File: src/rtl/ivd_pkg.sv
package ivd_pkg;
  localparam int BYTE_W    = 8;
  localparam int NIB_W     = 4;
  localparam int WIN_BYTES = 10;
  localparam int WIN_W     = WIN_BYTES * BYTE_W;
  localparam int IMM_BYTES = 8;
  localparam int IMM_W     = IMM_BYTES * BYTE_W;
  localparam int LEN_W     = 4;
  localparam int STAT_W    = 3;
  localparam int IMM_SITES = 2;

  localparam logic [NIB_W-1:0] OP_HALT  = 4'h0;
  localparam logic [NIB_W-1:0] OP_NOP   = 4'h1;
  localparam logic [NIB_W-1:0] OP_CMOV  = 4'h2;
  localparam logic [NIB_W-1:0] OP_IRMOV = 4'h3;
  localparam logic [NIB_W-1:0] OP_RMMOV = 4'h4;
  localparam logic [NIB_W-1:0] OP_MRMOV = 4'h5;
  localparam logic [NIB_W-1:0] OP_ALU   = 4'h6;
  localparam logic [NIB_W-1:0] OP_JUMP  = 4'h7;
  localparam logic [NIB_W-1:0] OP_CALL  = 4'h8;
  localparam logic [NIB_W-1:0] OP_RET   = 4'h9;
  localparam logic [NIB_W-1:0] OP_PUSH  = 4'hA;
  localparam logic [NIB_W-1:0] OP_POP   = 4'hB;

  localparam logic [NIB_W-1:0] FN_COND_MAX = 4'd6;
  localparam logic [NIB_W-1:0] FN_ALU_MAX  = 4'd3;
  localparam logic [NIB_W-1:0] REG_NONE    = 4'hF;

  localparam logic [LEN_W-1:0] LEN_SHORT = 4'd1;
  localparam logic [LEN_W-1:0] LEN_REGS  = 4'd2;
  localparam logic [LEN_W-1:0] LEN_ADDR  = 4'd9;
  localparam logic [LEN_W-1:0] LEN_FULL  = 4'd10;

  localparam logic [STAT_W-1:0] ST_RUN  = 3'd1;
  localparam logic [STAT_W-1:0] ST_STOP = 3'd2;
  localparam logic [STAT_W-1:0] ST_ILL  = 3'd4;

  typedef struct packed {
    logic [NIB_W-1:0]  icode;
    logic [NIB_W-1:0]  ifun;
    logic [NIB_W-1:0]  ra;
    logic [NIB_W-1:0]  rb;
    logic [IMM_W-1:0]  valc;
    logic [LEN_W-1:0]  len;
    logic [STAT_W-1:0] stat;
    logic              bad;
    logic              halt;
  } dec_word_t;
endpackage

File: src/rtl/ivd_class.sv
module ivd_class
  import ivd_pkg::*;
(
  input  logic [BYTE_W-1:0] head_byte,
  output logic [LEN_W-1:0]  len,
  output logic              bad,
  output logic              halt,
  output logic              ra_used,
  output logic              rb_used,
  output logic              imm_at1,
  output logic              imm_at2
);
  logic [NIB_W-1:0] op;
  logic [NIB_W-1:0] fn;
  logic             op_known;
  logic             fn_ok;
  logic [LEN_W-1:0] raw_len;
  logic             raw_ra, raw_rb, raw_i1, raw_i2;

  assign op = head_byte[BYTE_W-1:NIB_W];
  assign fn = head_byte[NIB_W-1:0];

  always_comb begin
    op_known = 1'b1;
    fn_ok    = (fn == '0);
    raw_len  = '0;
    raw_ra   = 1'b0;
    raw_rb   = 1'b0;
    raw_i1   = 1'b0;
    raw_i2   = 1'b0;
    case (op)
      OP_HALT, OP_NOP, OP_RET: raw_len = LEN_SHORT;
      OP_CMOV: begin
        raw_len = LEN_REGS; raw_ra = 1'b1; raw_rb = 1'b1;
        fn_ok   = (fn <= FN_COND_MAX);
      end
      OP_ALU: begin
        raw_len = LEN_REGS; raw_ra = 1'b1; raw_rb = 1'b1;
        fn_ok   = (fn <= FN_ALU_MAX);
      end
      OP_PUSH, OP_POP: begin
        raw_len = LEN_REGS; raw_ra = 1'b1;
      end
      OP_IRMOV: begin
        raw_len = LEN_FULL; raw_rb = 1'b1; raw_i2 = 1'b1;
      end
      OP_RMMOV, OP_MRMOV: begin
        raw_len = LEN_FULL; raw_ra = 1'b1; raw_rb = 1'b1; raw_i2 = 1'b1;
      end
      OP_JUMP: begin
        raw_len = LEN_ADDR; raw_i1 = 1'b1;
        fn_ok   = (fn <= FN_COND_MAX);
      end
      OP_CALL: begin
        raw_len = LEN_ADDR; raw_i1 = 1'b1;
      end
      default: op_known = 1'b0;
    endcase
  end

  always_comb begin
    bad     = !(op_known && fn_ok);
    halt    = !bad && (op == OP_HALT);
    len     = bad ? '0 : raw_len;
    ra_used = !bad && raw_ra;
    rb_used = !bad && raw_rb;
    imm_at1 = !bad && raw_i1;
    imm_at2 = !bad && raw_i2;
  end
endmodule

File: src/rtl/ivd_fields.sv
module ivd_fields
  import ivd_pkg::*;
(
  input  logic [WIN_W-1:0] window,
  input  logic             ra_used,
  input  logic             rb_used,
  input  logic             imm_at1,
  input  logic             imm_at2,
  output logic [NIB_W-1:0] ra,
  output logic [NIB_W-1:0] rb,
  output logic [IMM_W-1:0] valc
);
  logic [IMM_W-1:0] cand [IMM_SITES];
  logic [BYTE_W-1:0] reg_byte;

  // Constant candidates start at byte 1 and byte 2; byte k sits at bits 8k+7:8k.
  for (genvar s = 0; s < IMM_SITES; s++) begin : g_site
    for (genvar k = 0; k < IMM_BYTES; k++) begin : g_byte
      assign cand[s][k*BYTE_W +: BYTE_W] = window[(k+s+1)*BYTE_W +: BYTE_W];
    end
  end

  assign reg_byte = window[BYTE_W +: BYTE_W];

  always_comb begin
    ra   = ra_used ? reg_byte[BYTE_W-1:NIB_W] : REG_NONE;
    rb   = rb_used ? reg_byte[NIB_W-1:0]      : REG_NONE;
    valc = '0;
    if (imm_at1)      valc = cand[0];
    else if (imm_at2) valc = cand[1];
  end
endmodule

File: src/rtl/ivd_stage.sv
module ivd_stage
  import ivd_pkg::*;
#(
  parameter int ADDR_W = 64
) (
  input  logic              clk,
  input  logic              rst_n,
  input  logic              load,
  input  dec_word_t         d_word,
  input  logic [ADDR_W-1:0] d_next,
  output dec_word_t         q_word,
  output logic [ADDR_W-1:0] q_next
);
  dec_word_t         n_word;
  logic [ADDR_W-1:0] n_next;

  always_comb begin
    n_word = q_word;
    n_next = q_next;
    if (load) begin
      n_word = d_word;
      n_next = d_next;
    end
  end

  always_ff @(posedge clk or negedge rst_n) begin
    if (!rst_n) begin
      q_word.icode <= '0;
      q_word.ifun  <= '0;
      q_word.ra    <= REG_NONE;
      q_word.rb    <= REG_NONE;
      q_word.valc  <= '0;
      q_word.len   <= '0;
      q_word.stat  <= ST_RUN;
      q_word.bad   <= 1'b0;
      q_word.halt  <= 1'b0;
      q_next       <= '0;
    end else begin
      q_word <= n_word;
      q_next <= n_next;
    end
  end

  p_hold_r9: assert property (@(posedge clk) disable iff (!rst_n)
    !load |=> ($stable(q_word) && $stable(q_next)));
endmodule

File: src/rtl/vl_inst_decoder.sv
module vl_inst_decoder
  import ivd_pkg::*;
#(
  parameter int ADDR_W = 64
) (
  input  logic              clk,
  input  logic              rst_n,
  input  logic              cap_en,
  input  logic [ADDR_W-1:0] pc_in,
  input  logic [WIN_W-1:0]  win_in,
  output logic [3:0]        icode_q,
  output logic [3:0]        ifun_q,
  output logic [3:0]        ra_q,
  output logic [3:0]        rb_q,
  output logic [IMM_W-1:0]  valc_q,
  output logic [LEN_W-1:0]  len_q,
  output logic [ADDR_W-1:0] valpc_q,
  output logic [STAT_W-1:0] stat_q,
  output logic              bad_q,
  output logic              halt_q
);
  logic [1:0]        rst_pipe;
  logic              rst_sync_n;
  logic [LEN_W-1:0]  c_len;
  logic              c_bad, c_halt, c_ra, c_rb, c_i1, c_i2;
  logic [NIB_W-1:0]  f_ra, f_rb;
  logic [IMM_W-1:0]  f_valc;
  dec_word_t         d_word, q_word;
  logic [ADDR_W-1:0] d_next;

  always_ff @(posedge clk or negedge rst_n) begin
    if (!rst_n) rst_pipe <= '0;
    else        rst_pipe <= {rst_pipe[0], 1'b1};
  end
  assign rst_sync_n = rst_pipe[1];

  ivd_class u_class (
    .head_byte (win_in[BYTE_W-1:0]),
    .len       (c_len),
    .bad       (c_bad),
    .halt      (c_halt),
    .ra_used   (c_ra),
    .rb_used   (c_rb),
    .imm_at1   (c_i1),
    .imm_at2   (c_i2)
  );

  ivd_fields u_fields (
    .window  (win_in),
    .ra_used (c_ra),
    .rb_used (c_rb),
    .imm_at1 (c_i1),
    .imm_at2 (c_i2),
    .ra      (f_ra),
    .rb      (f_rb),
    .valc    (f_valc)
  );

  always_comb begin
    d_word.icode = win_in[BYTE_W-1:NIB_W];
    d_word.ifun  = win_in[NIB_W-1:0];
    d_word.ra    = f_ra;
    d_word.rb    = f_rb;
    d_word.valc  = f_valc;
    d_word.len   = c_len;
    d_word.bad   = c_bad;
    d_word.halt  = c_halt;
    if (c_bad)       d_word.stat = ST_ILL;
    else if (c_halt) d_word.stat = ST_STOP;
    else             d_word.stat = ST_RUN;
    d_next = pc_in + ADDR_W'(c_len);
  end

  ivd_stage #(.ADDR_W(ADDR_W)) u_stage (
    .clk    (clk),
    .rst_n  (rst_sync_n),
    .load   (cap_en),
    .d_word (d_word),
    .d_next (d_next),
    .q_word (q_word),
    .q_next (valpc_q)
  );

  assign icode_q = q_word.icode;
  assign ifun_q  = q_word.ifun;
  assign ra_q    = q_word.ra;
  assign rb_q    = q_word.rb;
  assign valc_q  = q_word.valc;
  assign len_q   = q_word.len;
  assign stat_q  = q_word.stat;
  assign bad_q   = q_word.bad;
  assign halt_q  = q_word.halt;

  p_len_legal_r1: assert property (@(posedge clk) disable iff (!rst_sync_n)
    (len_q != '0) |-> (len_q == LEN_SHORT || len_q == LEN_REGS ||
                       len_q == LEN_ADDR  || len_q == LEN_FULL));

  p_bad_clears_r2: assert property (@(posedge clk) disable iff (!rst_sync_n)
    bad_q |-> (len_q == '0 && valc_q == '0 && ra_q == REG_NONE &&
               rb_q == REG_NONE && stat_q == ST_ILL && !halt_q));

  p_pushpop_rb_r5: assert property (@(posedge clk) disable iff (!rst_sync_n)
    (!bad_q && (icode_q == OP_PUSH || icode_q == OP_POP)) |-> (rb_q == REG_NONE));

  p_next_addr_r7: assert property (@(posedge clk) disable iff (!rst_sync_n)
    cap_en |=> (valpc_q == $past(pc_in) + ADDR_W'(len_q)));

  p_halt_stat_r8: assert property (@(posedge clk) disable iff (!rst_sync_n)
    halt_q |-> (stat_q == ST_STOP && !bad_q && len_q == LEN_SHORT));
endmodule

File: config.mk
export PLATFORM = sky130hd
export DESIGN_NAME = vl_inst_decoder
export DESIGN_NICKNAME = d
export VERILOG_FILES = /design/src/rtl/ivd_pkg.sv /design/src/rtl/ivd_class.sv /design/src/rtl/ivd_fields.sv /design/src/rtl/ivd_stage.sv /design/src/rtl/vl_inst_decoder.sv
export SDC_FILE = /design/constraint.sdc
export NUM_CORES = 1
export LEC_CHECK = 0
export BUFFER_PORTS_ARGS = -buffer_cell sky130_fd_sc_hd__buf_2
export CORE_MARGIN = 1.5
export CORE_UTILIZATION = 43
export DETAILED_ROUTE_END_ITERATION = 12
export GPL_TIMING_DRIVEN = 0
export PLACE_DENSITY = 0.72
export SYNTH_ARGS = -nofsm -noshare
export SYNTH_HDL_FRONTEND = slang
export SYNTH_SLANG_ARGS = --single-unit
File: constraint.sdc
create_clock -name clk -period 7.4 [get_ports clk]
set_input_delay 0.37 -clock clk [delete_from_list [all_inputs] [get_ports clk]]
set_output_delay 0.37 -clock clk [all_outputs]
set_load 0.1 [all_outputs]
==> results of run 1 <==
-- report_power, final --
part	switching, mW	internal, mW
combinational	0.519	0.120
clock	0.356	0.566
sequential	0.0302	0.881
-- cells in the final DEF (no fill, tap or decap), types with 6 or more instances in the layout --
| master | instances |
|---|---|
| sky130_fd_sc_hd__nor3_1 | 13 |
| sky130_fd_sc_hd__a31oi_1 | 20 |
| sky130_fd_sc_hd__a21oi_1 | 46 |
| sky130_fd_sc_hd__and4_1 | 8 |
| sky130_fd_sc_hd__buf_1 | 8 |
| sky130_fd_sc_hd__nor4_1 | 23 |
| sky130_fd_sc_hd__nor4b_1 | 7 |
| sky130_fd_sc_hd__nand2_1 | 39 |
| sky130_fd_sc_hd__dfrtp_1 | 142 |
| sky130_fd_sc_hd__nor2b_1 | 70 |
| sky130_fd_sc_hd__clkbuf_1 | 48 |
| sky130_fd_sc_hd__o21ai_0 | 12 |
| sky130_fd_sc_hd__dfstp_2 | 9 |
| sky130_fd_sc_hd__a221o_1 | 68 |
| sky130_fd_sc_hd__clkbuf_16 | 17 |
| sky130_fd_sc_hd__inv_1 | 8 |
| sky130_fd_sc_hd__or3_1 | 10 |
| sky130_fd_sc_hd__xor2_1 | 6 |
| sky130_fd_sc_hd__buf_2 | 297 |
| sky130_fd_sc_hd__nand3_1 | 20 |
| sky130_fd_sc_hd__mux2_2 | 12 |
| sky130_fd_sc_hd__nand4_1 | 19 |
| sky130_fd_sc_hd__or4_1 | 10 |
| sky130_fd_sc_hd__xnor2_1 | 32 |
| sky130_fd_sc_hd__nor2_1 | 85 |
-- cells by family after synthesis --
| logic type | Yosys count | synth area share (%) |
|---|---|---|
| multiplexers | 17 | 2.38 |
| flip-flops | 152 | 49.0 |
| AO/OA/AOI/OAI | 174 | 17.1 |
| buffers and inverters | 68 | 3.55 |
| adder cells (fa/ha/maj) | 4 | 0.739 |
| AND/OR/NAND/NOR | 329 | 22.9 |
| other | 2 | 0.0965 |
| XOR/XNOR | 38 | 4.27 |
-- cell usage after synthesis, types with 2 or more instances --
library cell | n | area share [%]
sky130_fd_sc_hd__o2bb2ai_1 | 2 | 0.23
sky130_fd_sc_hd__or2_2 | 4 | 0.32
sky130_fd_sc_hd__nor4b_1 | 7 | 0.79
sky130_fd_sc_hd__xor2_1 | 6 | 0.67
sky130_fd_sc_hd__xnor2_1 | 32 | 3.6
sky130_fd_sc_hd__mux2_2 | 12 | 1.7
sky130_fd_sc_hd__nor4_1 | 23 | 1.8
sky130_fd_sc_hd__and2_1 | 5 | 0.40
sky130_fd_sc_hd__or4_1 | 10 | 0.96
sky130_fd_sc_hd__nand2_1 | 39 | 1.9
sky130_fd_sc_hd__nand3_1 | 20 | 1.3
sky130_fd_sc_hd__dfrtp_1 | 143 | 46
sky130_fd_sc_hd__a31oi_1 | 20 | 1.6
sky130_fd_sc_hd__a21oi_1 | 46 | 3.0
sky130_fd_sc_hd__or3_1 | 10 | 0.80
sky130_fd_sc_hd__and4_1 | 8 | 0.90
sky130_fd_sc_hd__nor2_1 | 85 | 4.1
sky130_fd_sc_hd__nand4b_1 | 4 | 0.45
sky130_fd_sc_hd__nand2b_1 | 3 | 0.24
sky130_fd_sc_hd__a31o_2 | 3 | 0.34
sky130_fd_sc_hd__mux2i_1 | 5 | 0.64
sky130_fd_sc_hd__buf_4 | 3 | 0.29
sky130_fd_sc_hd__o31ai_1 | 4 | 0.39
sky130_fd_sc_hd__dfstp_2 | 9 | 3.0
sky130_fd_sc_hd__a41o_1 | 2 | 0.26
sky130_fd_sc_hd__nor2b_1 | 70 | 5.6
sky130_fd_sc_hd__conb_1 | 2 | 0.096
sky130_fd_sc_hd__inv_1 | 8 | 0.39
sky130_fd_sc_hd__clkbuf_1 | 45 | 2.2
sky130_fd_sc_hd__a211o_1 | 3 | 0.34
sky130_fd_sc_hd__o211ai_1 | 4 | 0.39
sky130_fd_sc_hd__a221o_1 | 68 | 8.7
sky130_fd_sc_hd__buf_1 | 8 | 0.39
sky130_fd_sc_hd__o21ai_0 | 12 | 0.77
sky130_fd_sc_hd__o31a_1 | 2 | 0.23
sky130_fd_sc_hd__and3_1 | 5 | 0.40
sky130_fd_sc_hd__nor3_1 | 13 | 0.84
sky130_fd_sc_hd__ha_1 | 3 | 0.48
sky130_fd_sc_hd__nand4_1 | 19 | 1.5
-- metrics by stage --
step	total power, mW	hold slack [ns]	utilization, %	instances
6_report	2.47	0.176	57.4	1344
3_3_place_gp	1.55	0.156	53.6	1309
3_5_place_dp	1.56	0.157	53.9	1311
4_1_cts	2.49	0.163	57.4	1344
2_1_floorplan	1.39	0.0744	-	784
5_1_grt	2.55	0.166	57.4	1344
-- final timing paths --
check | endpoint | startpoint | slack (ns)
min | u_stage.q_word[68] | win_in[75] | 0.18
min in group asynchronous | u_stage.q_next[30] | rst_pipe[1] | 0.24
max reg2reg | u_stage.q_word[74] | rst_pipe[1] | 6.14
min reg2reg | u_stage.q_next[30] | rst_pipe[1] | 0.24
max | u_stage.q_next[54] | win_in[6] | 2.91
max in group asynchronous | u_stage.q_word[74] | rst_pipe[1] | 6.14
-- critical path, cell delays in order --
cell and delay [ns]:
sky130_fd_sc_hd__buf_2 0.10, sky130_fd_sc_hd__clkbuf_1 0.20, sky130_fd_sc_hd__nor2b_1 0.20, sky130_fd_sc_hd__o32a_1 0.28
sky130_fd_sc_hd__a2bb2oi_1 0.18, sky130_fd_sc_hd__nor2_1 0.47, sky130_fd_sc_hd__and2_1 0.21, sky130_fd_sc_hd__ha_1 0.16
sky130_fd_sc_hd__inv_1 0.05, sky130_fd_sc_hd__fa_1 0.43, sky130_fd_sc_hd__and3b_1 0.27, sky130_fd_sc_hd__o2111ai_1 0.12
sky130_fd_sc_hd__nor4_1 0.98, sky130_fd_sc_hd__clkbuf_1 0.45, sky130_fd_sc_hd__mux2i_1 0.24, sky130_fd_sc_hd__nand2_1 0.06
-- registers in the layout, indices dropped and copies added, names as in the netlist --
signal / count
u_stage.q_next: 64
u_stage.q_word: 86
rst_pipe: 2
-- layer usage --
| metal | track usage [%] | share of wire (%) | vias up |
|---|---|---|---|
| met3 | 6.29 | 7.9 | 44 |
| li1 | - | - | 3572 |
| met5 | 0 | 0.027 | - |
| met1 | 36.8 | 42 | 3774 |
| met2 | 44.6 | 47 | 354 |
| met4 | 9.94 | 2.8 | 2 |
-- area by class of cell --
| type | instances | area share, % |
|---|---|---|
| plain buffers | 59 | 2.37 |
| multi-input cells | 564 | 36.1 |
| repair buffers | 299 | 15.1 |
| well taps | 229 | 2.80 |
| clock buffers | 20 | 4.27 |
| inverters | 9 | 0.330 |
| flip-flops and latches | 152 | 37.3 |
| clock inverters | 12 | 1.72 |
==> impl_metrics.csv, run 1 <==
group,metric,value,unit
outcome,run_status,"finished, final reports clean",
yosys,synth_enable_flop_cells,0,
sta,timing.setup.tns,0,ns
global_route,first_global_vias,7228,
worst_setup_path,worstSetupStartpointType,"primary input",
clocking,ctsLongestPathBuffers,2,
flow_run,max_cap_violations,0,
yosys,synth.distinct_cells,56,
power,power_leakage,4.72,nW
floorplanning,floorplan.io_pins,300,
detailed_routing,totalWireLength,26.4,mm
detailed_routing,drt-pass1-iter-count,7,
yosys,post_synth_inst_count,784,
yosys,synth_seq_area_share,49.0,%
global_route,largest_net_degree_at_the_start_of_global_routing,66,
global_route,grt_pass1_wl,39.6,mm
sta,timing_worst_slew_pin_value,1.20,ns
layout,seq_area,3820,sq um
detailed_routing,detailroute.via_count,7746,
global_route,grt-ovfl-total,0,
power,p_per_area,242,nW/um^2
worst_setup_path,critPathMaxFanout,10,
yosys,synthesis.area,7790,sq um
global_route,grt_antenna_before_repair,1,
clocking,clock_tree_from_tritoncts,"yes",
sta,grt_setup_unrepaired,"no",
sta,timing.final.crit_share,60.6,%
detailed_routing,wl_per_cell,19.6,um
yosys,synth_flop_cell,"sky130_fd_sc_hd__dfrtp_1",
clocking,ctsRootBufferMaster,"sky130_fd_sc_hd__clkbuf_16",
floorplanning,die_w,138,um
detailed_routing,final_antenna_net_count,0,
layout,antenna_cells,0,
place,gpl.final_weighted_congestion,0.953,
place,dp_hpwl,20.2,mm
place,port_buffers,296,
detailed_routing,drtIter0Drc,515,
sta,setup_violations,0,
floorplanning,starting_density_of_the_core,43.6,%
clocking,numClockSinks,152,
yosys,asyncSetResetFlopFracSynth,100,%
layout,area_of_the_multi_input_gates,3690,sq um
layout,nNetsFinal,1253,
yosys,ys_seq_elements,152,
clocking,post-cts-setup-buffer-count,0,
global_route,grtUsageTotal,27.8,%
min_path,min_path_cells,2,
place,pre_cts_slack,2.55,ns
clocking,cts_inserted_buffers,17,
worst_setup_path,worstSetupPathType,"in -> reg",
layout,final_cell_area,10200,sq um
sta,clock_skew,0.0111,ns
worst_setup_path,reg2reg_depth,2,
floorplanning,fp.dieArea,18900,sq um
sta,finalMaxSlewViolations,0,
layout,fillers,1612,
yosys,synth.avg_cell_area,9.93,sq um
layout,area_delta_synth_final,31.5,%
worst_setup_path,setup.worst_path.end_class,"flop",
sta,period_needed,4.49,ns
floorplanning,dieHeight,138,um
yosys,yosys_warnings,0,
yosys,syn-num-nets,935,
detailed_routing,avgViaCountPerCell,5.76,
sta,finalHoldViolations,0,
floorplanning,coreArea,17800,sq um
floorplanning,fp-row-count,49,
sta,timing.final.ws_setup,2.91,ns
sta,f_max,223,MHz
clocking,htreeDepth,4,
worst_setup_path,required,7.71,ns
clocking,clock_insertion_delay_worst_skew,0.43,ns
min_path,min-delay-path-class,"in -> reg",
sta,slew_limit_headroom,19.4,%
clocking,post_cts_hold_buffer_count,1,
detailed_routing,post-route-drc-count,0,
worst_setup_path,arrival_time_worst_endpoint,4.80,ns
layout,drive_above_1_share,32.7,%
clocking,postCtsResizedCells,0,
power,peakVddDrop,0.164,mV
place,placement.cell_area,9610,sq um
clocking,clk_pin_slew,0.07,ns
(Power assumes the default switching activity.)
==> inputs of run 2 (changes only) <==
==> constraint.sdc (replaced) <==
create_clock -name clk -period 4.55 [get_ports clk]
set_input_delay 0.2275 -clock clk [delete_from_list [all_inputs] [get_ports clk]]
set_output_delay 0.2275 -clock clk [all_outputs]
set_load 0.1 [all_outputs]
==> impl_metrics.csv, run 2 (synthesis results as in run 1) <==
group,metric,value,unit
floorplanning,floorplan.io_pins,300,
place,gpl.final_weighted_congestion,0.953,
detailed_routing,post-route-drc-count,0,
detailed_routing,drt-pass1-iter-count,7,
sta,slew_limit_headroom,20.5,%
layout,drive_above_1_share,32.8,%
sta,grt_setup_unrepaired,"no",
clocking,ctsRootBufferMaster,"sky130_fd_sc_hd__clkbuf_16",
worst_setup_path,critPathMaxFanout,10,
layout,fillers,1613,
global_route,grt-ovfl-total,0,
layout,antenna_cells,0,
power,p_per_area,393,nW/um^2
global_route,first_global_vias,7228,
floorplanning,coreArea,17800,sq um
min_path,min-delay-path-class,"in -> reg",
detailed_routing,wl_per_cell,19.7,um
worst_setup_path,required,4.86,ns
layout,layoutNonFillerInstCount,1344,
sta,timing_worst_slew_pin_value,1.18,ns
floorplanning,fp-row-count,49,
global_route,grt_antenna_before_repair,1,
layout,registers.top_by_ff_count,"u_stage.q_word",
sta,finalMaxSlewViolations,0,
worst_setup_path,worstSetupStartpointType,"primary input",
place,place_inst,1311,
layout,post-route-util,57.4,%
layout,seq_area,3820,sq um
worst_setup_path,arrival_time_worst_endpoint,4.34,ns
detailed_routing,drtIter0Drc,470,
worst_setup_path,worstSetupPathType,"in -> reg",
sta,period_needed,4.03,ns
detailed_routing,final_antenna_net_count,0,
clocking,numClockSinks,152,
detailed_routing,avgViaCountPerCell,5.73,
floorplanning,dieHeight,138,um
floorplanning,fp.dieArea,18900,sq um
global_route,largest_net_degree_at_the_start_of_global_routing,66,
layout,area_of_the_multi_input_gates,3700,sq um
floorplanning,starting_density_of_the_core,43.6,%
place,dp_hpwl,20.2,mm
clocking,cts_inserted_buffers,17,
layout,final_cell_mix,"sky130_fd_sc_hd__buf_2, sky130_fd_sc_hd__dfrtp_1, sky130_fd_sc_hd__nor2_1",
clocking,clock_tree_from_tritoncts,"yes",
worst_setup_path,setup.worst_path.end_class,"flop",
layout,reg_top3,"u_stage.q_word x86, u_stage.q_next x64, rst_pipe x2",
clocking,ctsLongestPathBuffers,2,
flow_run,max_cap_violations,0,
layout,area_delta_synth_final,31.5,%
detailed_routing,detailroute.via_count,7699,
layout,mostFrequentLayoutCell,"sky130_fd_sc_hd__buf_2",
global_route,grt_pass1_wl,39.6,mm
floorplanning,die_w,138,um
sta,clock_skew,0.0101,ns
place,port_buffers,296,
outcome,run_status,"finished, final reports clean",
layout,nNetsFinal,1253,
global_route,grtUsageTotal,27.8,%
detailed_routing,totalWireLength,26.4,mm
power,power_leakage,4.72,nW
sta,f_max,248,MHz
clocking,htreeDepth,4,
power,peakVddDrop,0.268,mV
sta,finalHoldViolations,0,
sta,timing.final.crit_share,88.5,%
sta,setup_violations,0,
clocking,clk_pin_slew,0.07,ns
clocking,clock_insertion_delay_worst_skew,0.43,ns
layout,largest_register_ffs,86,
-- run 2: cell count changes in the layout (fill, tap and decap cells not counted) --
cell	before	now
sky130_fd_sc_hd__nor4_1	23	22
sky130_fd_sc_hd__nor4_2	0	1
-- run 2: area by class of cell --
cell class	instances	area share, %
Multi-Input combinational cell	564	36.1
Tap cell	229	2.80
Clock inverter	12	1.72
Inverter	9	0.330
Clock buffer	20	4.26
Buffer	59	2.37
Timing Repair Buffer	299	15.1
Sequential cell	152	37.3
-- run 2: critical path, stage by stage --
cell                        delay (ns)
sky130_fd_sc_hd__buf_2            0.10
sky130_fd_sc_hd__clkbuf_1         0.20
sky130_fd_sc_hd__nor2b_1          0.20
sky130_fd_sc_hd__o32a_1           0.28
sky130_fd_sc_hd__a2bb2oi_1        0.18
sky130_fd_sc_hd__nor2_1           0.48
sky130_fd_sc_hd__and2_1           0.22
sky130_fd_sc_hd__ha_1             0.16
sky130_fd_sc_hd__inv_1            0.06
sky130_fd_sc_hd__fa_1             0.43
sky130_fd_sc_hd__and3b_1          0.27
sky130_fd_sc_hd__o2111ai_1        0.13
sky130_fd_sc_hd__nor4_2           0.65
sky130_fd_sc_hd__clkbuf_1         0.45
sky130_fd_sc_hd__mux2i_1          0.24
sky130_fd_sc_hd__nand2_1          0.06
-- run 2: what timing repair did --
action                                  CTS  global route
hold buffers                              1             0
hold endpoints to repair                  2             0
endpoints found under the setup margin    0             3
setup buffers                             0             0
gates resized for setup                   0             1
-- run 2: per-stage QoR --
step | setup TNS (ns) | power [mW] | cell area [sq um] | hold WS [ns] | worst slack (ns)
global route | 0 | 4.16 | 10200 | 0.0233 | 0.259
global placement | -251.23 | 2.53 | 9550 | 0.0132 | -1.79
finish | 0 | 4.02 | 10200 | 0.0340 | 0.524
detailed placement | -0.532 | 2.55 | 9610 | 0.0143 | -0.162
floorplan | 0 | 2.27 | 7790 | -0.0681 | 0.0170
CTS | 0 | 4.04 | 10200 | 0.0206 | 0.275
-- run 2: worst paths after layout --
check	startpoint	endpoint	slack, ns	cells past startpoint
max	win_in[6]	u_stage.q_next[54]	0.52	16
min	win_in[75]	u_stage.q_word[68]	0.03	2
max reg2reg	rst_pipe[1]	u_stage.q_word[74]	3.28	2
min reg2reg	rst_pipe[1]	u_stage.q_next[30]	0.23	0
max in group asynchronous	rst_pipe[1]	u_stage.q_word[74]	3.28	2
min in group asynchronous	rst_n	rst_pipe[1]	0.12	2
-- run 2: per-layer routing --
metal  GRT usage [%]  up-vias  routed length (um)  part of all wire [%]
li1                -     3569                   -                     -
met1            36.8     3742               11200                    42
met2            44.6      343               12500                    47
met3            6.29       43                2040                   7.7
met4            9.94        2                 710                   2.7
met5               0        -                   7                 0.026
-- run 2: where the power goes --
part | leakage (nW) | total (mW) | internal, mW | switching (mW)
combinational | 2.54 | 1.04 | 0.196 | 0.845
sequential | 1.88 | 1.48 | 1.43 | 0.0489
clock | 0.295 | 1.50 | 0.920 | 0.579
total | 4.72 | 4.02 | 2.55 | 1.47
==> inputs of run 3 (changes only) <==
--- a/config.mk
+++ b/config.mk
@@ -8,6 +8,8 @@
 export BUFFER_PORTS_ARGS = -buffer_cell sky130_fd_sc_hd__buf_2
 export CORE_MARGIN = 1.5
 export CORE_UTILIZATION = 43
+export CTS_BUF_LIST = sky130_fd_sc_hd__clkbuf_4
+export CTS_CLUSTER_DIAMETER = 200
 export DETAILED_ROUTE_END_ITERATION = 12
 export GPL_TIMING_DRIVEN = 0
 export PLACE_DENSITY = 0.72
==> impl_metrics.csv, run 3 (synthesis results as in run 1) <==
group,metric,value,unit
clocking,numClockSinks,152,
layout,area_delta_synth_final,47.0,%
layout,final_cell_mix,"sky130_fd_sc_hd__buf_2, sky130_fd_sc_hd__dlygate4sd3_1, sky130_fd_sc_hd__dfrtp_1",
power,power_leakage,5.32,nW
clocking,clock_insertion_delay_worst_skew,0.57,ns
flow_run,max_cap_violations,0,
worst_setup_path,count_of_buffer_and_inverter_cells_on_the_critical_path,4,
floorplanning,fp.dieArea,18900,sq um
detailed_routing,post-route-drc-count,0,
worst_setup_path,timing.critical_path.depth,16,
clocking,clk_pin_slew,0.14,ns
layout,post-route-util,64.1,%
layout,mostFrequentLayoutCell,"sky130_fd_sc_hd__buf_2",
clocking,ctsLongestPathBuffers,2,
global_route,grtUsageTotal,30.4,%
layout,registers.top_by_ff_count,"u_stage.q_word",
worst_setup_path,reg2reg_depth,3,
floorplanning,coreArea,17800,sq um
worst_setup_path,critPathTopFamily,"simple AND/OR/NAND/NOR gates",
detailed_routing,totalWireLength,29.1,mm
layout,fillers,1450,
sta,clock_skew,0.0248,ns
layout,nNetsFinal,1401,
floorplanning,floorplan.io_pins,300,
worst_setup_path,critPathMaxFanout,10,
worst_setup_path,slowest_delay,0.66,ns
clocking,htreeDepth,4,
min_path,min_path_cells,3,
sta,finalHoldViolations,0,
global_route,first_global_vias,8185,
global_route,grt_pass1_wl,43.6,mm
floorplanning,fp-row-count,49,
floorplanning,dieHeight,138,um
worst_setup_path,critical-path-slowest-cell,"sky130_fd_sc_hd__nor4_2",
clocking,post-cts-setup-buffer-count,0,
sta,grt_setup_unrepaired,"no",
place,gpl.final_weighted_congestion,0.953,
sta,timing_worst_slew_pin_value,1.24,ns
clocking,clock_tree_from_tritoncts,"yes",
detailed_routing,avgViaCountPerCell,5.71,
floorplanning,starting_density_of_the_core,43.6,%
sta,period_needed,4.30,ns
clocking,cts_inserted_buffers,17,
global_route,grt_antenna_before_repair,3,
detailed_routing,drtIter0Drc,479,
detailed_routing,wl_per_cell,19.5,um
sta,slew_limit_headroom,17.0,%
detailed_routing,final_antenna_net_count,0,
detailed_routing,detailroute.via_count,8535,
power,p_per_area,313,nW/um^2
layout,drive_above_1_share,29.2,%
layout,reg_top3,"u_stage.q_word x86, u_stage.q_next x64, rst_pipe x2",
sta,finalMaxSlewViolations,0,
worst_setup_path,worstSetupPathType,"in -> reg",
sta,f_max,233,MHz
global_route,largest_net_degree_at_the_start_of_global_routing,66,
sta,setup_violations,0,
clocking,ctsRootBufferMaster,"sky130_fd_sc_hd__clkbuf_4",
detailed_routing,drt-pass1-iter-count,5,
worst_setup_path,arrival_time_worst_endpoint,4.76,ns
worst_setup_path,required,5.01,ns
place,pre_cts_slack,-0.162,ns
power,peakVddDrop,0.220,mV
layout,largest_register_ffs,86,
place,dp_hpwl,20.2,mm
sta,timing.final.ws_setup,0.255,ns
sta,timing.final.crit_share,94.4,%
worst_setup_path,setup.worst_path.end_class,"flop",
worst_setup_path,critical_path_cell_sequence,"dlygate4sd3_1 -> buf_2 -> nor2b_1 -> o32a_1 -> a2bb2oi_1 -> nor2_1 -> and2_1 -> ha_1 -> inv_1 -> fa_1 -> and3b_1 -> o2111ai_1 -> nor4_2 -> clkbuf_1 -> mux2i_1 -> nand2_1",
worst_setup_path,worstSetupStartpointType,"primary input",
global_route,grt-ovfl-total,0,
place,port_buffers,296,
floorplanning,die_w,138,um
min_path,min-delay-path-class,"in -> reg",
outcome,run_status,"finished, final reports clean",
power,fin_total_pwr,3.58,mW
[run 3: changes by cell type in the layout (fill, tap and decap cells not counted)]
cell,before,now
sky130_fd_sc_hd__clkbuf_1,48,45
sky130_fd_sc_hd__clkbuf_4,0,20
sky130_fd_sc_hd__diode_2,0,2
sky130_fd_sc_hd__clkbuf_16,17,0
sky130_fd_sc_hd__dlygate4sd3_1,1,149
[run 3: area by class of cell]
cell class | instances | area (sq um) | area share (%)
flip-flops and latches | 152 | 3820 | 33.4
multi-input cells | 564 | 3700 | 32.3
repair buffers | 447 | 3030 | 26.5
well taps | 229 | 287 | 2.50
plain buffers | 59 | 243 | 2.12
clock inverters | 12 | 176 | 1.54
clock buffers | 20 | 150 | 1.31
inverters | 9 | 33.8 | 0.295
diodes | 2 | 5.00 | 0.0437
[run 3: report_power, final]
group | switching, mW | total, mW | internal [mW]
logic | 0.867 | 1.13 | 0.267
registers | 0.0509 | 1.48 | 1.43
clock network | 0.513 | 0.969 | 0.456
total | 1.43 | 3.58 | 2.15
[run 3: path summary, 6_finish.rpt]
kind                                 endpoint  slack [ns]               start
max                        u_stage.q_next[54]        0.25           win_in[4]
min reg2reg                u_stage.q_next[30]        0.23         rst_pipe[1]
max in group asynchronous   u_stage.q_word[2]        3.30         rst_pipe[1]
max reg2reg                u_stage.q_word[55]        3.01  u_stage.q_word[55]
min in group asynchronous  u_stage.q_next[30]        0.23         rst_pipe[1]
min                        u_stage.q_next[24]        0.02           pc_in[24]
[run 3: per-stage QoR]
stage | cells | cell area (sq um) | TNS, ns | hold slack (ns)
floorplan | 784 | 7790 | 0 | -0.0681
global placement | 1309 | 9550 | -251.23 | 0.0132
detailed placement | 1311 | 9610 | -0.532 | 0.0143
CTS | 1492 | 11400 | 0 | 0.0000855
global route | 1494 | 11400 | 0 | 0.0150
finish | 1494 | 11400 | 0 | 0.0219
[run 3: what timing repair did]
action                     4_1_cts  5_1_grt
hold endpoints to repair       121        0
setup endpoints to repair        0        6
resized for setup                0        1
hold buffers                   149        0
[run 3: worst register-to-register path, cell delays in order, from the launching register on]
cell and delay, ns:
sky130_fd_sc_hd__dfrtp_1 0.45, sky130_fd_sc_hd__nor2b_1 0.15, sky130_fd_sc_hd__a221o_1 0.28, sky130_fd_sc_hd__dlygate4sd3_1 0.56
[run 3: per-layer routing]
metal / up-vias / GRT usage (%) / routed length (um)
met3: 85 / 6.99 / 2390
met4: 2 / 13.3 / 1160
met2: 458 / 50.0 / 13800
met1: 4131 / 38.2 / 11800
li1: 3859 / - / -
met5: - / 0 / 7
